==> src/rtl/crs_pkg.sv <==
// Shared types for the cache range splitter.
// Assumes: command kind encoding is visible at the top ports as 2 bits.
package crs_pkg;
    typedef enum logic [1:0] {
        KIND_RANGE = 2'd0,
        KIND_ALL   = 2'd1,
        KIND_SYNC  = 2'd2
    } cmd_kind_e;

    typedef enum logic [1:0] {
        ST_IDLE  = 2'd0,
        ST_ISSUE = 2'd1,
        ST_WAIT  = 2'd2
    } seq_state_e;
endpackage

==> src/rtl/crs_req_decode.sv <==
// Request decode: aligns the start to a line and derives the rounded span.
// It also flags spans that require a whole-cache command.
// Assumes: LINE_BYTES is a power of two and smaller than 2**ADDR_W.
module crs_req_decode #(
    parameter int ADDR_W     = 32,
    parameter int LINE_BYTES = 64
) (
    input  logic [ADDR_W-1:0] req_start,
    input  logic [ADDR_W-1:0] req_end,
    output logic [ADDR_W-1:0] base_addr,
    output logic [ADDR_W-1:0] span,
    output logic              whole
);
    localparam logic [ADDR_W-1:0] LOW_MASK = ADDR_W'(LINE_BYTES - 1);
    localparam logic [ADDR_W-1:0] WHOLE_TH = ADDR_W'(0) - ADDR_W'(LINE_BYTES);

    logic [ADDR_W-1:0] raw_span;

    // Round start down, measure the wrapped span, round the span up.
    always_comb begin
        base_addr = req_start & ~LOW_MASK;
        raw_span  = req_end - base_addr;
        whole     = (raw_span >= WHOLE_TH);
        span      = (raw_span + LOW_MASK) & ~LOW_MASK;
    end
endmodule

==> src/rtl/crs_chunk_sel.sv <==
// Chunk selection: the next range size is the remaining bytes, capped at the limit.
// Assumes: LIMIT is a positive multiple of the line size that fits in ADDR_W.
module crs_chunk_sel #(
    parameter int ADDR_W = 32,
    parameter int LIMIT  = 4194240
) (
    input  logic [ADDR_W-1:0] remain,
    output logic [ADDR_W-1:0] chunk
);
    localparam logic [ADDR_W-1:0] LIM = ADDR_W'(LIMIT);

    // Pick min(remain, LIM).
    always_comb begin
        chunk = (remain <= LIM) ? remain : LIM;
    end
endmodule

==> src/rtl/crs_sequencer.sv <==
// Command sequencer: holds one request and issues range/whole/sync commands one
// at a time. It waits for the completion pulse after each acceptance.
// Assumes: cmd_done arrives only for a command that has been accepted.
module crs_sequencer
    import crs_pkg::*;
#(
    parameter int ADDR_W     = 32,
    parameter int LINE_BYTES = 64,
    parameter int LIMIT      = 4194240
) (
    input  logic              clk,
    input  logic              rst_n,
    input  logic              req_valid,
    output logic              req_ready,
    input  logic [1:0]        req_op,
    input  logic [ADDR_W-1:0] base_addr,
    input  logic [ADDR_W-1:0] span,
    input  logic              whole,
    output logic [ADDR_W-1:0] remain,
    input  logic [ADDR_W-1:0] chunk,
    output logic              cmd_valid,
    input  logic              cmd_ready,
    output logic [1:0]        cmd_kind,
    output logic [1:0]        cmd_op,
    output logic [ADDR_W-1:0] cmd_addr,
    output logic [ADDR_W-1:0] cmd_size,
    input  logic              cmd_done
);
    localparam int LINE_LG = $clog2(LINE_BYTES);

    seq_state_e        state_q;
    cmd_kind_e         kind_q;
    logic [1:0]        op_q;
    logic [ADDR_W-1:0] addr_q;
    logic [ADDR_W-1:0] remain_q;

    // State, cursor and remaining-byte registers.
    always_ff @(posedge clk) begin
        if (!rst_n) begin
            state_q  <= ST_IDLE;
            kind_q   <= KIND_SYNC;
            op_q     <= '0;
            addr_q   <= '0;
            remain_q <= '0;
        end else begin
            unique case (state_q)
                ST_IDLE: begin
                    if (req_valid) begin
                        op_q    <= req_op;
                        addr_q  <= base_addr;
                        state_q <= ST_ISSUE;
                        if (whole) begin
                            kind_q   <= KIND_ALL;
                            remain_q <= '0;
                        end else if (span == '0) begin
                            kind_q   <= KIND_SYNC;
                            remain_q <= '0;
                        end else begin
                            kind_q   <= KIND_RANGE;
                            remain_q <= span;
                        end
                    end
                end
                ST_ISSUE: begin
                    if (cmd_ready) begin
                        if (kind_q == KIND_RANGE) begin
                            addr_q   <= addr_q + chunk;
                            remain_q <= remain_q - chunk;
                        end
                        state_q <= ST_WAIT;
                    end
                end
                ST_WAIT: begin
                    if (cmd_done) begin
                        if (kind_q == KIND_RANGE && remain_q != '0) begin
                            state_q <= ST_ISSUE;
                        end else if (kind_q != KIND_SYNC) begin
                            kind_q  <= KIND_SYNC;
                            state_q <= ST_ISSUE;
                        end else begin
                            state_q <= ST_IDLE;
                        end
                    end
                end
                default: state_q <= ST_IDLE;
            endcase
        end
    end

    // Drive the handshake and command fields from the registered state.
    always_comb begin
        req_ready = (state_q == ST_IDLE);
        cmd_valid = (state_q == ST_ISSUE);
        cmd_kind  = kind_q;
        cmd_op    = (kind_q == KIND_SYNC) ? 2'd0 : op_q;
        cmd_addr  = (kind_q == KIND_RANGE) ? addr_q : '0;
        cmd_size  = (kind_q == KIND_RANGE) ? chunk : '0;
        remain    = remain_q;
    end


    hold_stable_chk: assert property (@(posedge clk) disable iff (!rst_n)
        (cmd_valid && !cmd_ready) |=> (cmd_valid && $stable(cmd_kind) &&
                                       $stable(cmd_addr) && $stable(cmd_size) && $stable(cmd_op)));


    one_outstanding_chk: assert property (@(posedge clk) disable iff (!rst_n)
        (cmd_valid && cmd_ready) |=> !cmd_valid);


    busy_after_req_chk: assert property (@(posedge clk) disable iff (!rst_n)
        (req_valid && req_ready) |=> (!req_ready && cmd_valid));


    chunk_bound_chk: assert property (@(posedge clk) disable iff (!rst_n)
        (cmd_valid && cmd_kind == KIND_RANGE) |->
            (cmd_size != '0 && cmd_size <= ADDR_W'(LIMIT) &&
             cmd_size[LINE_LG-1:0] == '0));


    addr_align_chk: assert property (@(posedge clk) disable iff (!rst_n)
        (cmd_valid && cmd_kind == KIND_RANGE) |-> (cmd_addr[LINE_LG-1:0] == '0));


    sync_follows_all_chk: assert property (@(posedge clk) disable iff (!rst_n)
        (state_q == ST_WAIT && kind_q == KIND_ALL && cmd_done) |=>
            (cmd_valid && cmd_kind == KIND_SYNC));
endmodule

==> src/rtl/cache_range_splitter.sv <==
// Top: splits a byte-range maintenance request into line-aligned capped chunks
// (or one whole-cache command), then a sync, over a valid/ready handshake.
// Assumes: LINE_BYTES a power of two, MAX_CHUNK a multiple of LINE_BYTES above it.
module cache_range_splitter #(
    parameter int ADDR_W     = 32,
    parameter int LINE_BYTES = 64,
    parameter int MAX_CHUNK  = 1 << 22
) (
    input  logic              clk,
    input  logic              rst_n,
    input  logic              req_valid,
    output logic              req_ready,
    input  logic [ADDR_W-1:0] req_start,
    input  logic [ADDR_W-1:0] req_end,
    input  logic [1:0]        req_op,
    output logic              cmd_valid,
    input  logic              cmd_ready,
    output logic [1:0]        cmd_kind,
    output logic [1:0]        cmd_op,
    output logic [ADDR_W-1:0] cmd_addr,
    output logic [ADDR_W-1:0] cmd_size,
    input  logic              cmd_done
);
    localparam int CHUNK_LIMIT = MAX_CHUNK - LINE_BYTES;

    logic [ADDR_W-1:0] base_addr;
    logic [ADDR_W-1:0] span;
    logic              whole;
    logic [ADDR_W-1:0] remain;
    logic [ADDR_W-1:0] chunk;

    crs_req_decode #(.ADDR_W(ADDR_W), .LINE_BYTES(LINE_BYTES)) i_decode (
        .req_start (req_start),
        .req_end   (req_end),
        .base_addr (base_addr),
        .span      (span),
        .whole     (whole)
    );

    crs_chunk_sel #(.ADDR_W(ADDR_W), .LIMIT(CHUNK_LIMIT)) i_chunk (
        .remain (remain),
        .chunk  (chunk)
    );

    crs_sequencer #(.ADDR_W(ADDR_W), .LINE_BYTES(LINE_BYTES), .LIMIT(CHUNK_LIMIT)) i_seq (
        .clk       (clk),
        .rst_n     (rst_n),
        .req_valid (req_valid),
        .req_ready (req_ready),
        .req_op    (req_op),
        .base_addr (base_addr),
        .span      (span),
        .whole     (whole),
        .remain    (remain),
        .chunk     (chunk),
        .cmd_valid (cmd_valid),
        .cmd_ready (cmd_ready),
        .cmd_kind  (cmd_kind),
        .cmd_op    (cmd_op),
        .cmd_addr  (cmd_addr),
        .cmd_size  (cmd_size),
        .cmd_done  (cmd_done)
    );
endmodule

==> config.mk <==
export PLATFORM = sky130hd
export DESIGN_NAME = cache_range_splitter
export DESIGN_NICKNAME = d
export VERILOG_FILES = /design/src/rtl/crs_pkg.sv /design/src/rtl/crs_req_decode.sv /design/src/rtl/crs_chunk_sel.sv /design/src/rtl/crs_sequencer.sv /design/src/rtl/cache_range_splitter.sv
export SDC_FILE = /design/constraint.sdc
export NUM_CORES = 1
export LEC_CHECK = 0
export BUFFER_PORTS_ARGS = -buffer_cell sky130_fd_sc_hd__buf_2
export CORE_MARGIN = 1.5
export CORE_UTILIZATION = 35
export CTS_CLUSTER_DIAMETER = 40
export DETAILED_ROUTE_END_ITERATION = 16
export PLACE_DENSITY_LB_ADDON = 0.08
export SYNTH_ARGS = -nofsm -noshare
export SYNTH_HDL_FRONTEND = slang
export SYNTH_HIERARCHICAL = 1
export SYNTH_SLANG_ARGS = --single-unit
==> constraint.sdc <==
create_clock -name clk -period 4.3 [get_ports clk]
set_clock_uncertainty 0.15 [all_clocks]
set_input_delay 0.215 -clock clk [delete_from_list [all_inputs] [get_ports clk]]
set_output_delay 0.215 -clock clk [all_outputs]
set_load 0.05 [all_outputs]
# Yosys cells after proc, flatten, opt, wreduce, memory -nomap -nowiden

Index checks and enable logic that the tools add are counted.

$add $sub $neg: 4
Magnitude comparators: 2
Equal/unequal tests: 10
Multiplexer cells: 27
Reduce and logical (&&, ||, !) cells: 11

Operators by type and width:

| cell                  | number |
|---|---|
| $mux 32               | 11 |
| $pmux 32 s2           | 2 |
| $sub 32x32->32        | 2 |
| $add 32x32->32        | 1 |
| $add 32x6->32 const B | 1 |
| $ge 32x32->1 const B  | 1 |
| $le 32x22->1 const B  | 1 |
| $logic_not 32->1      | 1 |
| $reduce_bool 32->1    | 1 |
| $mux 2                | 11 |
| $ne 2x2->1 const B    | 4 |
| $ne 2x1->1 const B    | 3 |
| $pmux 2 s3            | 1 |
| $reduce_and 5->1      | 1 |
| $eq 2x2->1 const B    | 2 |
| $logic_not 2->1       | 2 |
| $pmux 2 s2            | 1 |
| $reduce_and 4->1      | 1 |
| $reduce_bool 2->1     | 2 |
| $reduce_and 3->1      | 1 |
| $eq 2x1->1 const B    | 1 |
| $reduce_and 2->1      | 1 |
| $logic_and 1x1->1     | 1 |
| $mux 1                | 1 |

Register bits: 70
Input port bits: 71
Output and inout port bits: 70
Word-level logic and storage cells: 59

# Longest topological paths before layout

Gate-level depths: netlist of run 1.

Word-level depth: 7
Gate-level depth with buffers: 19
Gate-level depth less buffers: 17

# Cells and area by module

Netlist of run 1, hierarchy kept.

Modules (own cells, without submodules):

| module         | instances | cells an instance | area each (um^2) | seq. area each (um^2) |
|---|---|---|---|---|
| crs_sequencer  | 1         | 960               | 6852.8           | 1401.3 |
| crs_req_decode | 1         | 357               | 2448.6           | 0.0 |
| crs_chunk_sel  | 1         | 50                | 319.1            | 0.0 |

# Least setup slack after synthesis of run 1

Ideal clock, no wire load.

Path type: input port to flip-flop
Start point: input port req_start[8]
End point: register i_seq.kind_q[1], in the netlist i_seq/cmd_kind[1]
Library setup time: 0.114 ns
Data arrival time: 3.853 ns
Data required time: 4.036 ns
Slack: 0.183 ns
Cell stages on the path: 16
Buffers on the path: 0
Cell sequence: inv_1 -> ha_1 -> nor2b_1 -> o31a_1 -> o31a_1 -> o31ai_1 -> nor4_1 -> or3_1 -> xnor2_1 -> or4_1 -> nor4_2 -> nor4_1 -> nand4_1 -> nor3_1 -> or4_1 -> a21o_1

Elaborated cells on any way between the ends: 8
Classes of those cells: 2 x add/sub; 1 x order compare; 4 x mux; 1 x reduce/logical

RTL lines:

| what                 | RTL line                   | RTL |
|---|---|---|
| from (decl)          | cache_range_splitter.sv:13 | `input logic [ADDR_W-1:0] req_start,` |
| $sub 32x32->32       | crs_req_decode.sv:22       | `raw_span = req_end - base_addr;` |
| $ge 32x32->1         | crs_req_decode.sv:23       | `whole = (raw_span >= WHOLE_TH);` |
| via whole            | cache_range_splitter.sv:28 | `logic whole;` |
| $mux 2               | crs_sequencer.sv:52        | `if (whole) begin` |
| $mux 2               | crs_sequencer.sv:48        | `if (req_valid) begin` |
| $pmux 2 s2           | crs_sequencer.sv:46        | `unique case (state_q)` |
| to (signal assigned) | crs_sequencer.sv:53        | `kind_q <= KIND_ALL;` |
| to (signal assigned) | crs_sequencer.sv:56        | `kind_q <= KIND_SYNC;` |
| to (signal assigned) | crs_sequencer.sv:59        | `kind_q <= KIND_RANGE;` |
| to (decl)            | crs_sequencer.sv:32        | `cmd_kind_e kind_q;` |

The timed path passes the listed nets, and every way through them passes these cells. The select of a mux whose other input is x is not followed.
A chain may end at the register's enable or synchronous reset.

# Final worst setup path of run 1

Start point: input port req_end[6]
End point: register i_seq.kind_q[1], in the netlist i_seq/cmd_kind[1]

Elaborated cells on any way between the ends: 8
Classes of those cells: 2 x add/sub; 1 x order compare; 4 x mux; 1 x reduce/logical

RTL lines:

| what           | RTL line                   | RTL |
|---|---|---|
| from (decl)    | cache_range_splitter.sv:14 | `input logic [ADDR_W-1:0] req_end,` |
| $sub 32x32->32 | crs_req_decode.sv:22       |  |
| $ge 32x32->1   | crs_req_decode.sv:23       |  |
| via whole      | cache_range_splitter.sv:28 |  |
| $mux 2         | crs_sequencer.sv:52        |  |
| $mux 2         | crs_sequencer.sv:48        |  |
| $pmux 2 s2     | crs_sequencer.sv:46        |  |

The timed path passes the listed nets, and every way through them passes these cells. The select of a mux whose other input is x is not followed.

==> flow_summary.ini, run 1 <==
[synth]
post_synth.cell_area_avg_um2 = 7.04
synth_seq_area_share = 0.146
synth.most_common_cell = a21oi_1
synth_top_cell_area_share = 0.146
syn_area_um2 = 9620
yosys_register_bits = 70
yosys_warnings = 6
synth_top_flop_cell = dfxtp_1
post_synth_main_area_contributors = dfxtp_1 (15%), ha_1 (11%), a21oi_1 (6.0%)
number_of_different_library_cells_in_the_post_synthesis_netlist = 88
synthCells = 1367
synth_edf_count = 0
synth-async-reset-ratio = 0
leading_post_synthesis_cells_by_instance_count = a21oi_1 (116), nand2_1 (110), nor2_1 (108), ha_1 (87), o21ai_0 (86)
synthDominantAreaCellType = dfxtp_1

[sta]
final_period_minus_worst_setup_slack_ps = 4050
max_freq_mhz = 247
relSlewSlack = 0.0240
timing_max_transition_violations_final = 0
worst_slew_pin_slew_ps = 1450
final_min_period_over_clock_period = 0.943
setup_viol = 0
fin_worst_hold_slack_ps = 31.9
hold_viol_final = 0
total_negative_slack_ps = 0

[finish]
antenna-diode-count = 0
multi_input_comb_area_um2 = 7400
register_area_um2 = 1400
syn2layout_area_growth_pct = 22.0
final_area_um2 = 11700
total_number_of_nets_in_the_final_design = 1735
post_route_cells_drive_above_1_share = 0.225
final-instance-count-excl-fill = 1920
fill_cells = 2894

[power_and_ir_drop]
power-per-cell-area_nw_per_um2 = 345
worst_ir_drop_vdd_v = 0.000184
leakage_uw = 0.00546
fin_total_pwr_uw = 4060

[setup_path]
crit_arrival_ps = 4150
worstPathCellList = buf_2 > inv_1 > ha_1 > fa_2 > nor2b_1 > o31a_1 > o31a_1 > o31ai_1 > buf_4 > nor4_1 > or3_1 > xnor2_1 > or4_1 > nor4_4 > nor4_1 > nand4_1 > nor3_1 > buf_4 > or4_1 > a21o_1
worst-r2r-setup-slack_ps = 270
critical_path_required_ps = 4390
worst-path-max-fanout = 2
worst_path_largest_cell_delay_ps = 590
r2r.worst_path.cells = 17
crit-reg2reg-launch = i_seq/remain[6]
worstSetupEndpointType = flip-flop
regToRegEndpoint = i_seq/remain[30]
critical_path.slowest_cell = or4_1
type_of_origin_of_the_critical_path = input pin
timing.setup.critical_path_class = in -> reg
critical_path.top_delay_family = simple AND/OR/NAND/NOR gates
worst-path-buf-inv = 4

[floorplanning]
die-height_um = 169
die_area_um2 = 28500
floorplan.initialDensity = 0.357
die_w_um = 169
fp.coreArea_um2 = 27000
ioPinCount = 141
placementRows = 60

[grt]
number_of_antenna_violations_at_the_first_check_in_global_routing = 1
global_route_wire_length_before_repair_um = 55200
grt_pass1_vias = 9993
pin_count_of_the_biggest_net_entering_global_routing = 72
grt_usage = 0.252
gr-total-overflow = 0

[clock_network]
ctsHtreeMaxLevel = 3
clock_tree.buffer_depth = 2
cts_num_sinks = 70
tritoncts = yes
ctsRootBufferMaster = clkbuf_16
clock_insertion_delay_worst_skew_ps = 360
clk_transition_reported_paths_ps = 60
numCtsBuffers = 9

[route]
remaining_drc_errors = 0
route.antenna.remaining_nets = 0
vias = 10500
routed_wl_um = 36000
drt_first_pass_iters = 7
drt_first_iter_violations = 525
drt_via_density = 5.48
wl_per_cell_um = 18.8

[min_path]
worst_min_delay_path_class = in -> reg
timing.hold.worst.start = rst_n
min_delay_worst_endpoint = i_seq/addr_q[28]
hold_path_depth = 3

[flow_run]
drv.max_cap_violation_count = 0

[placement]
finalWeightedCongestion = 0.960
detailedPlacementHpwl_um = 29000
port_buffers = 124
post_dp_cell_area_um2 = 11300
place_inst = 1899

[outcome]
outcome = completed
[routing by layer]
metal,GRT usage,vias up,wire [um]
met1,0.326,4904,16600
met2,0.421,274,16500
met5,0,-,10
met3,0.0327,51,1680
li1,-,5298,-
met4,0.106,2,1230
[what timing repair did]
item                                    in CTS  in global routing
gates resized for setup                      0                 10
endpoints found under the hold margin        3                  0
endpoints found under the setup margin       0                 17
buffers inserted                             0                  2
hold buffers                                 3                  0
[how the worst max path moves through the flow]
stage	start	cells past startpoint	endpoint
after floorplan	req_start[8]	16	i_seq/cmd_kind[1]
after global placement	req_end[6]	20	i_seq/cmd_kind[1]
after detailed placement	req_end[6]	20	i_seq/cmd_kind[1]
after CTS	i_seq/remain[6]	17	i_seq/remain[30]
after global routing	i_seq/remain[24]	17	i_seq/remain[31]
final	req_end[6]	20	i_seq/cmd_kind[1]
[cells by family (layout without fill, tap and decap cells)]
group	after synthesis	after routing	synth area share
AND/OR/NAND/NOR	521	521	0.282
multiplexers	8	8	0.00858
adder cells (fa/ha/maj)	90	90	0.119
other	2	22	0.000781
XOR/XNOR	84	84	0.0765
buffers and inverters	196	388	0.0990
AO/OA/AOI/OAI	396	396	0.268
flip-flops	70	70	0.146
[registers in the layout, indices dropped and copies added (netlist names)]
signal and flops:
i_seq/addr_q 32, i_seq/cmd_kind 2, i_seq/op_q 2, i_seq/remain 32
i_seq/state_q 2
[power by group]
| part | leakage, uW | switching (uW) | internal (uW) |
|---|---|---|---|
| combinational | 0.00472 | 1410 | 990 |
| sequential | 0.000579 | 85.7 | 724 |
| clock | 0.000157 | 319 | 523 |
[through the flow]
| stage | util | setup slack, ps |
|---|---|---|
| after floorplan | - | 183 |
| final | 0.436 | 247 |
| after global routing | 0.436 | -1.40 |
| after global placement | 0.420 | -136 |
| after detailed placement | 0.420 | -189 |
| after CTS | 0.433 | 126 |
[layout make-up]
cell class,count,share of cell area
clock inverters,4,0.00597
repair buffers,290,0.161
inverters,82,0.0262
multi-input cells,1121,0.630
well taps,341,0.0363
flip-flops and latches,70,0.119
clock buffers,12,0.0210
[placed cells by master, fill, tap and decap left out, types with 24 or more instances in the layout]
master / count
a21o_1: 24
buf_4: 162
buf_2: 124
xor2_1: 31
a21oi_1: 114
o21ai_0: 85
nor2_1: 105
nor3_1: 63
ha_1: 87
xnor2_1: 53
nand4_1: 24
inv_1: 81
and2_1: 43
nand2_1: 110
nand3_1: 32
dfxtp_1: 70
[worst reg2reg max path, stage by stage (launching register included)]
cell	delay [ps]
dfxtp_1	440
nand4_1	150
nor4_2	390
buf_4	220
nor3_1	60
buf_4	160
ha_1	230
fa_1	410
nand2b_1	200
a21oi_2	210
o211ai_1	200
a31oi_1	240
o21ai_0	100
buf_4	150
a31oi_1	210
a31oi_1	140
xor2_1	180
a21oi_1	80
Note: power is estimated with default switching activity, not from simulation.
==> inputs of run 2 (changes only) <==
- HOLD_SLACK_MARGIN: unset -> 0.05
==> run 2 against run 1 <==
Non-clock buffer count up 6. Setup slack worse by 42 ps. Routed wire length down 0.14%. Utilization up 0.27 points. Global-route usage about the same. Sequential cell count unchanged. Via count up 0.44%. Count of clock-buffer cells in the layout unchanged. Critical endpoint unchanged.
==> flow_summary.ini, run 2 (synthesized netlist as in run 1, its figures left out) <==
[setup_path]
worst_setup_path_startpoint = req_start[25]
crit_arrival_ps = 4190
worst-r2r-setup-slack_ps = 260
timing.setup.critical_path_class = in -> reg
regToRegEndpoint = i_seq/remain[30]
worst-path-max-fanout = 9
worstSetupEndpointType = flip-flop
critical_path_required_ps = 4400
r2r.worst_path.cells = 17
crit-reg2reg-launch = i_seq/remain[6]
type_of_origin_of_the_critical_path = input pin

[placement]
port_buffers = 124
finalWeightedCongestion = 0.960
detailedPlacementHpwl_um = 29000

[floorplanning]
floorplan.initialDensity = 0.357
die_w_um = 169
die_area_um2 = 28500
fp.coreArea_um2 = 27000
ioPinCount = 141
placementRows = 60
die-height_um = 169

[sta]
final_period_minus_worst_setup_slack_ps = 4100
final_min_period_over_clock_period = 0.952
timing_max_transition_violations_final = 0
hold_viol_final = 0
fin_worst_hold_slack_ps = 54.9
worst_slew_pin_slew_ps = 1450
max_freq_mhz = 244
setup_viol = 0
relSlewSlack = 0.0258

[finish]
fill_cells = 2890
final_cell_mix = buf_4 (162), buf_2 (124), a21oi_1 (114), nand2_1 (110), nor2_1 (105)
antenna-diode-count = 0
commonest_non_fill_non_tap_cell_in_the_layout = buf_4
syn2layout_area_growth_pct = 22.8
multi_input_comb_area_um2 = 7410
register_area_um2 = 1400
registers_with_the_most_flip_flops = i_seq/addr_q (32), i_seq/remain (32)
total_number_of_nets_in_the_final_design = 1741
post_route_cells_drive_above_1_share = 0.226

[route]
routed_wl_um = 36000
drt_via_density = 5.49
drt_first_pass_iters = 7
vias = 10600
route.antenna.remaining_nets = 0
drt_first_iter_violations = 560
remaining_drc_errors = 0
wl_per_cell_um = 18.7

[grt]
global_route_wire_length_before_repair_um = 55300
pin_count_of_the_biggest_net_entering_global_routing = 72
grt_usage = 0.252
grt_pass1_vias = 10000
gr-total-overflow = 0
number_of_antenna_violations_at_the_first_check_in_global_routing = 0

[clock_network]
clk_transition_reported_paths_ps = 60
clock_insertion_delay_worst_skew_ps = 360
ctsHtreeMaxLevel = 3
numCtsBuffers = 9
tritoncts = yes
clock_tree.buffer_depth = 2
cts_num_sinks = 70
ctsRootBufferMaster = clkbuf_16

[power_and_ir_drop]
worst_ir_drop_vdd_v = 0.000186
leakage_uw = 0.00548
fin_total_pwr_uw = 4060
power-per-cell-area_nw_per_um2 = 344

[flow_run]
drv.max_cap_violation_count = 0

[min_path]
hold_path_depth = 3
timing.hold.worst.start = req_start[20]
worst_min_delay_path_class = in -> reg
min_delay_worst_endpoint = i_seq/addr_q[20]

[outcome]
outcome = completed
-- run 2: cell types whose count changed in the layout (fill, tap and decap cells not counted) --
cell / previous run / this run
nor4_2: 3 / 4
nor3_2: 4 / 5
o21a_1: 13 / 12
nor3_1: 63 / 62
nor4_1: 21 / 20
o21a_2: 0 / 1
dlygate4sd3_1: 3 / 9
-- run 2: how the worst max path moves through the flow --
stage                             end  slack (ps)  cells after the start
detailed placement  i_seq/cmd_kind[1]        -190                     20
floorplan           i_seq/cmd_kind[1]         180                     16
global placement    i_seq/cmd_kind[1]        -140                     20
CTS                  i_seq/remain[30]         130                     17
finish              i_seq/cmd_kind[1]         200                     18
global route         i_seq/remain[31]          -1                     17
-- run 2: final cells by class --
class | count | area share
multi-input cells | 1121 | 0.628
flip-flops and latches | 70 | 0.119
clock inverters | 4 | 0.00593
well taps | 341 | 0.0361
repair buffers | 296 | 0.165
inverters | 82 | 0.0261
clock buffers | 12 | 0.0209
-- run 2: metal layers --
layer / part of all wire / track usage
met2: 0.46 / 0.421
met5: 0 / 0
met3: 0.048 / 0.0318
met1: 0.46 / 0.326
met4: 0.034 / 0.106
-- run 2: per-stage QoR --
step | cell area [um2] | worst slack (ps) | util | TNS [ps] | instances
2_1_floorplan | 9700 | 183 | - | 0 | 1387
3_3_place_gp | 11300 | -136 | 0.420 | -238 | 1899
3_5_place_dp | 11300 | -189 | 0.420 | -545 | 1899
4_1_cts | 11700 | 126 | 0.436 | 0 | 1924
5_1_grt | 11800 | -1.40 | 0.438 | -1.40 | 1926
6_report | 11800 | 205 | 0.438 | 0 | 1926
-- run 2: power breakdown --
| part | internal, uW | switching [uW] |
|---|---|---|
| registers | 724 | 85.5 |
| clock network | 523 | 322 |
| logic | 994 | 1410 |
| total | 2240 | 1820 |
-- run 2: repair_timing --
item	4_1_cts	5_1_grt
hold buffers	9	0
gates resized for setup	0	13
endpoints found under the hold margin	10	0
setup endpoints to repair	0	18
setup buffers	0	2
-- run 2: critical path, cell delays in order --
cell           delay (ps)
dlygate4sd3_1         520
buf_2                 130
inv_1                  50
ha_1                  440
nand2_1               130
o21ba_2               260
o31ai_1                60
and2b_1               170
xor2_1                140
or3_1                 370
or4_1                 470
nor4_4                270
nor4_1                100
nand4_1                90
nor3_1                 70
buf_4                 140
or4_1                 390
a21o_1                190
==> inputs of run 3 (changes only) <==
- SYNTH_HIERARCHICAL: 1 -> unset
==> run 3 against run 2 <==
The flow now finishes with violations (negative setup slack). Routed wire length shrank 17%. Combinational power barely moved. First-iteration DRC count is 7.0% lower. Highest routed layer unchanged.
==> flow_summary.ini, run 3 <==
[finish]
post_route_cells_drive_above_1_share = 0.293
syn2layout_area_growth_pct = 33.5
commonest_non_fill_non_tap_cell_in_the_layout = buf_4
antenna-diode-count = 0
final-instance-count-excl-fill = 1691
final_cell_mix = buf_4 (151), buf_2 (124), nand2_1 (90), dfxtp_1 (68), and2_1 (65)
total_number_of_nets_in_the_final_design = 1497
fill_cells = 2439
final_area_um2 = 11000
registers_with_the_most_flip_flops = i_seq.addr_q (32), i_seq.remain (32)

[setup_path]
worst-path-max-fanout = 6
path_depth = 18
worstPathCellList = or4_4 > or3_4 > nor4_4 > o21a_4 > buf_6 > and2_1 > ha_2 > a21boi_2 > or4_4 > a31oi_4 > o211ai_1 > buf_4 > a31oi_4 > a21oi_4 > a221o_1 > xor2_1 > nor2_1 > o31ai_1
timing.setup.critical_path_class = reg -> reg
critical_path.slowest_cell = or4_4
crit_arrival_ps = 4750
worst-path-buf-inv = 2
r2r.worst_path.cells = 18
worstSetupEndpointType = flip-flop
type_of_origin_of_the_critical_path = flip-flop
critical_path.top_delay_family = simple AND/OR/NAND/NOR gates
critical_path_required_ps = 4400
worst_path_largest_cell_delay_ps = 520

[synth]
leading_post_synthesis_cells_by_instance_count = nand2_1 (96), a21oi_1 (71), dfxtp_1 (70), and2_1 (68), nor2_1 (60)
synth-async-reset-ratio = 0
syn_area_um2 = 8280
synth_top_cell_area_share = 0.169
number_of_different_library_cells_in_the_post_synthesis_netlist = 94
yosys_register_bits = 70
synth_edf_count = 0
synthDominantAreaCellType = dfxtp_1
yosys_warnings = 0
synth.most_common_cell = nand2_1
post_synth.cell_area_avg_um2 = 7.40
post_synth_main_area_contributors = dfxtp_1 (17%), ha_1 (8.6%), and2_1 (5.1%)
synth_top_flop_cell = dfxtp_1
synth_seq_area_share = 0.169
synthCells = 1118

[clock_network]
clock_tree.buffer_depth = 2
ctsRootBufferMaster = clkbuf_16
cts_num_sinks = 70
clock_insertion_delay_worst_skew_ps = 350
numCtsBuffers = 9
clk_transition_reported_paths_ps = 60
ctsHtreeMaxLevel = 3
tritoncts = yes

[sta]
max_freq_mhz = 215
relSlewSlack = 0.314
final_min_period_over_clock_period = 1.08
hold_viol_final = 0
total_negative_slack_ps = -3010
final_period_minus_worst_setup_slack_ps = 4650
rsz0062_at_grt = true
worst_slew_pin_slew_ps = 1010
fin_worst_hold_slack_ps = 77.8
setup_viol = 15
final.setup.worst_slack_ps = -345
timing_max_transition_violations_final = 0

[outcome]
failing_checks = negative setup slack
outcome = finished, violations left

[flow_run]
drv.max_cap_violation_count = 0

[power_and_ir_drop]
worst_ir_drop_vdd_v = 0.000184
power-per-cell-area_nw_per_um2 = 357
leakage_uw = 0.00507

[route]
vias = 9015
remaining_drc_errors = 0
wl_per_cell_um = 17.6
route.antenna.remaining_nets = 0
drt_first_iter_violations = 521
drt_via_density = 5.33
routed_wl_um = 29700
drt_first_pass_iters = 4

[grt]
pin_count_of_the_biggest_net_entering_global_routing = 54
global_route_wire_length_before_repair_um = 45600
grt_pass1_vias = 8303
gr-total-overflow = 0
grt_usage = 0.239
number_of_antenna_violations_at_the_first_check_in_global_routing = 0

[min_path]
hold_path_depth = 3
worst_min_delay_path_class = in -> reg

[floorplanning]
die_w_um = 157
die_area_um2 = 24600
fp.coreArea_um2 = 23300
placementRows = 56
die-height_um = 157
ioPinCount = 141
floorplan.initialDensity = 0.355

[placement]
finalWeightedCongestion = 0.878
detailedPlacementHpwl_um = 23000
post_dp_cell_area_um2 = 10300
port_buffers = 124
place_inst = 1658
-- run 3: worst paths after layout --
path / startpoint / endpoint / slack [ps]
worst max register to register: i_seq.remain[27] / i_seq.addr_q[30] / -350
worst min-delay path: req_start[6] / i_seq.addr_q[6] / 80
worst max-delay path: i_seq.remain[27] / i_seq.addr_q[30] / -350
worst min register to register: i_seq.remain[27] / i_seq.remain[27] / 310
-- run 3: layout make-up --
class,instances,area [um2],share of cell area
Clock inverter,6,61.3,0.00555
Multi-Input combinational cell,950,6840,0.619
Clock buffer,10,239,0.0216
Sequential cell,70,1400,0.127
Tap cell,319,399,0.0361
Timing Repair Buffer,287,1920,0.174
Inverter,49,184,0.0167
-- run 3: kinds of logic after synthesis --
| group | Yosys count | share of synthesized area |
|---|---|---|
| flops | 70 | 0.169 |
| other cells | 1 | 0.000453 |
| fa+ha+maj | 59 | 0.0910 |
| compound gates | 356 | 0.302 |
| mux | 5 | 0.00635 |
| simple gates | 435 | 0.288 |
| buf+inv | 117 | 0.0611 |
| xor+xnor | 75 | 0.0812 |
-- run 3: stage by stage --
| stage | util | power, uW | setup WS, ps |
|---|---|---|---|
| global placement | 0.440 | 2890 | -590 |
| CTS | 0.468 | 3880 | -312 |
| global route | 0.473 | 4210 | -544 |
| floorplan | - | 2180 | -695 |
| detailed placement | 0.440 | 2900 | -647 |
| finish | 0.473 | 3950 | -345 |
-- run 3: repair_timing --
action / 4_1_cts / 5_1_grt
pin swaps: 34 / 22
endpoints found under the hold margin: 2 / 0
hold buffers: 2 / 0
buffers inserted: 11 / 4
gates resized for setup: 58 / 26
cloned: 1 / 0
endpoints found under the setup margin: 22 / 21
-- run 3: routing by layer --
metal  global-route usage  share of wire  vias to the layer above
li1                     -              -                     4556
met1                0.316           0.47                     4223
met2                0.402           0.47                      200
met3               0.0280          0.035                       36
met4               0.0776          0.028                        0
met5                    0              0                        -
-- run 3: tightest hold or removal path, delay by kind of cell --
| kind | cells | cell delay (ps) |
|---|---|---|
| buffers and inverters | 1 | 110 |
| AOI/OAI and AO/OA | 2 | 210 |
-- run 3: where the power goes --
| part | switching (uW) | internal [uW] | leakage (uW) | total (uW) |
|---|---|---|---|---|
| clock network | 317 | 463 | 0.000148 | 781 |
| logic | 1340 | 1070 | 0.00434 | 2410 |
| registers | 47.7 | 711 | 0.000576 | 759 |
| total | 1700 | 2240 | 0.00507 | 3950 |
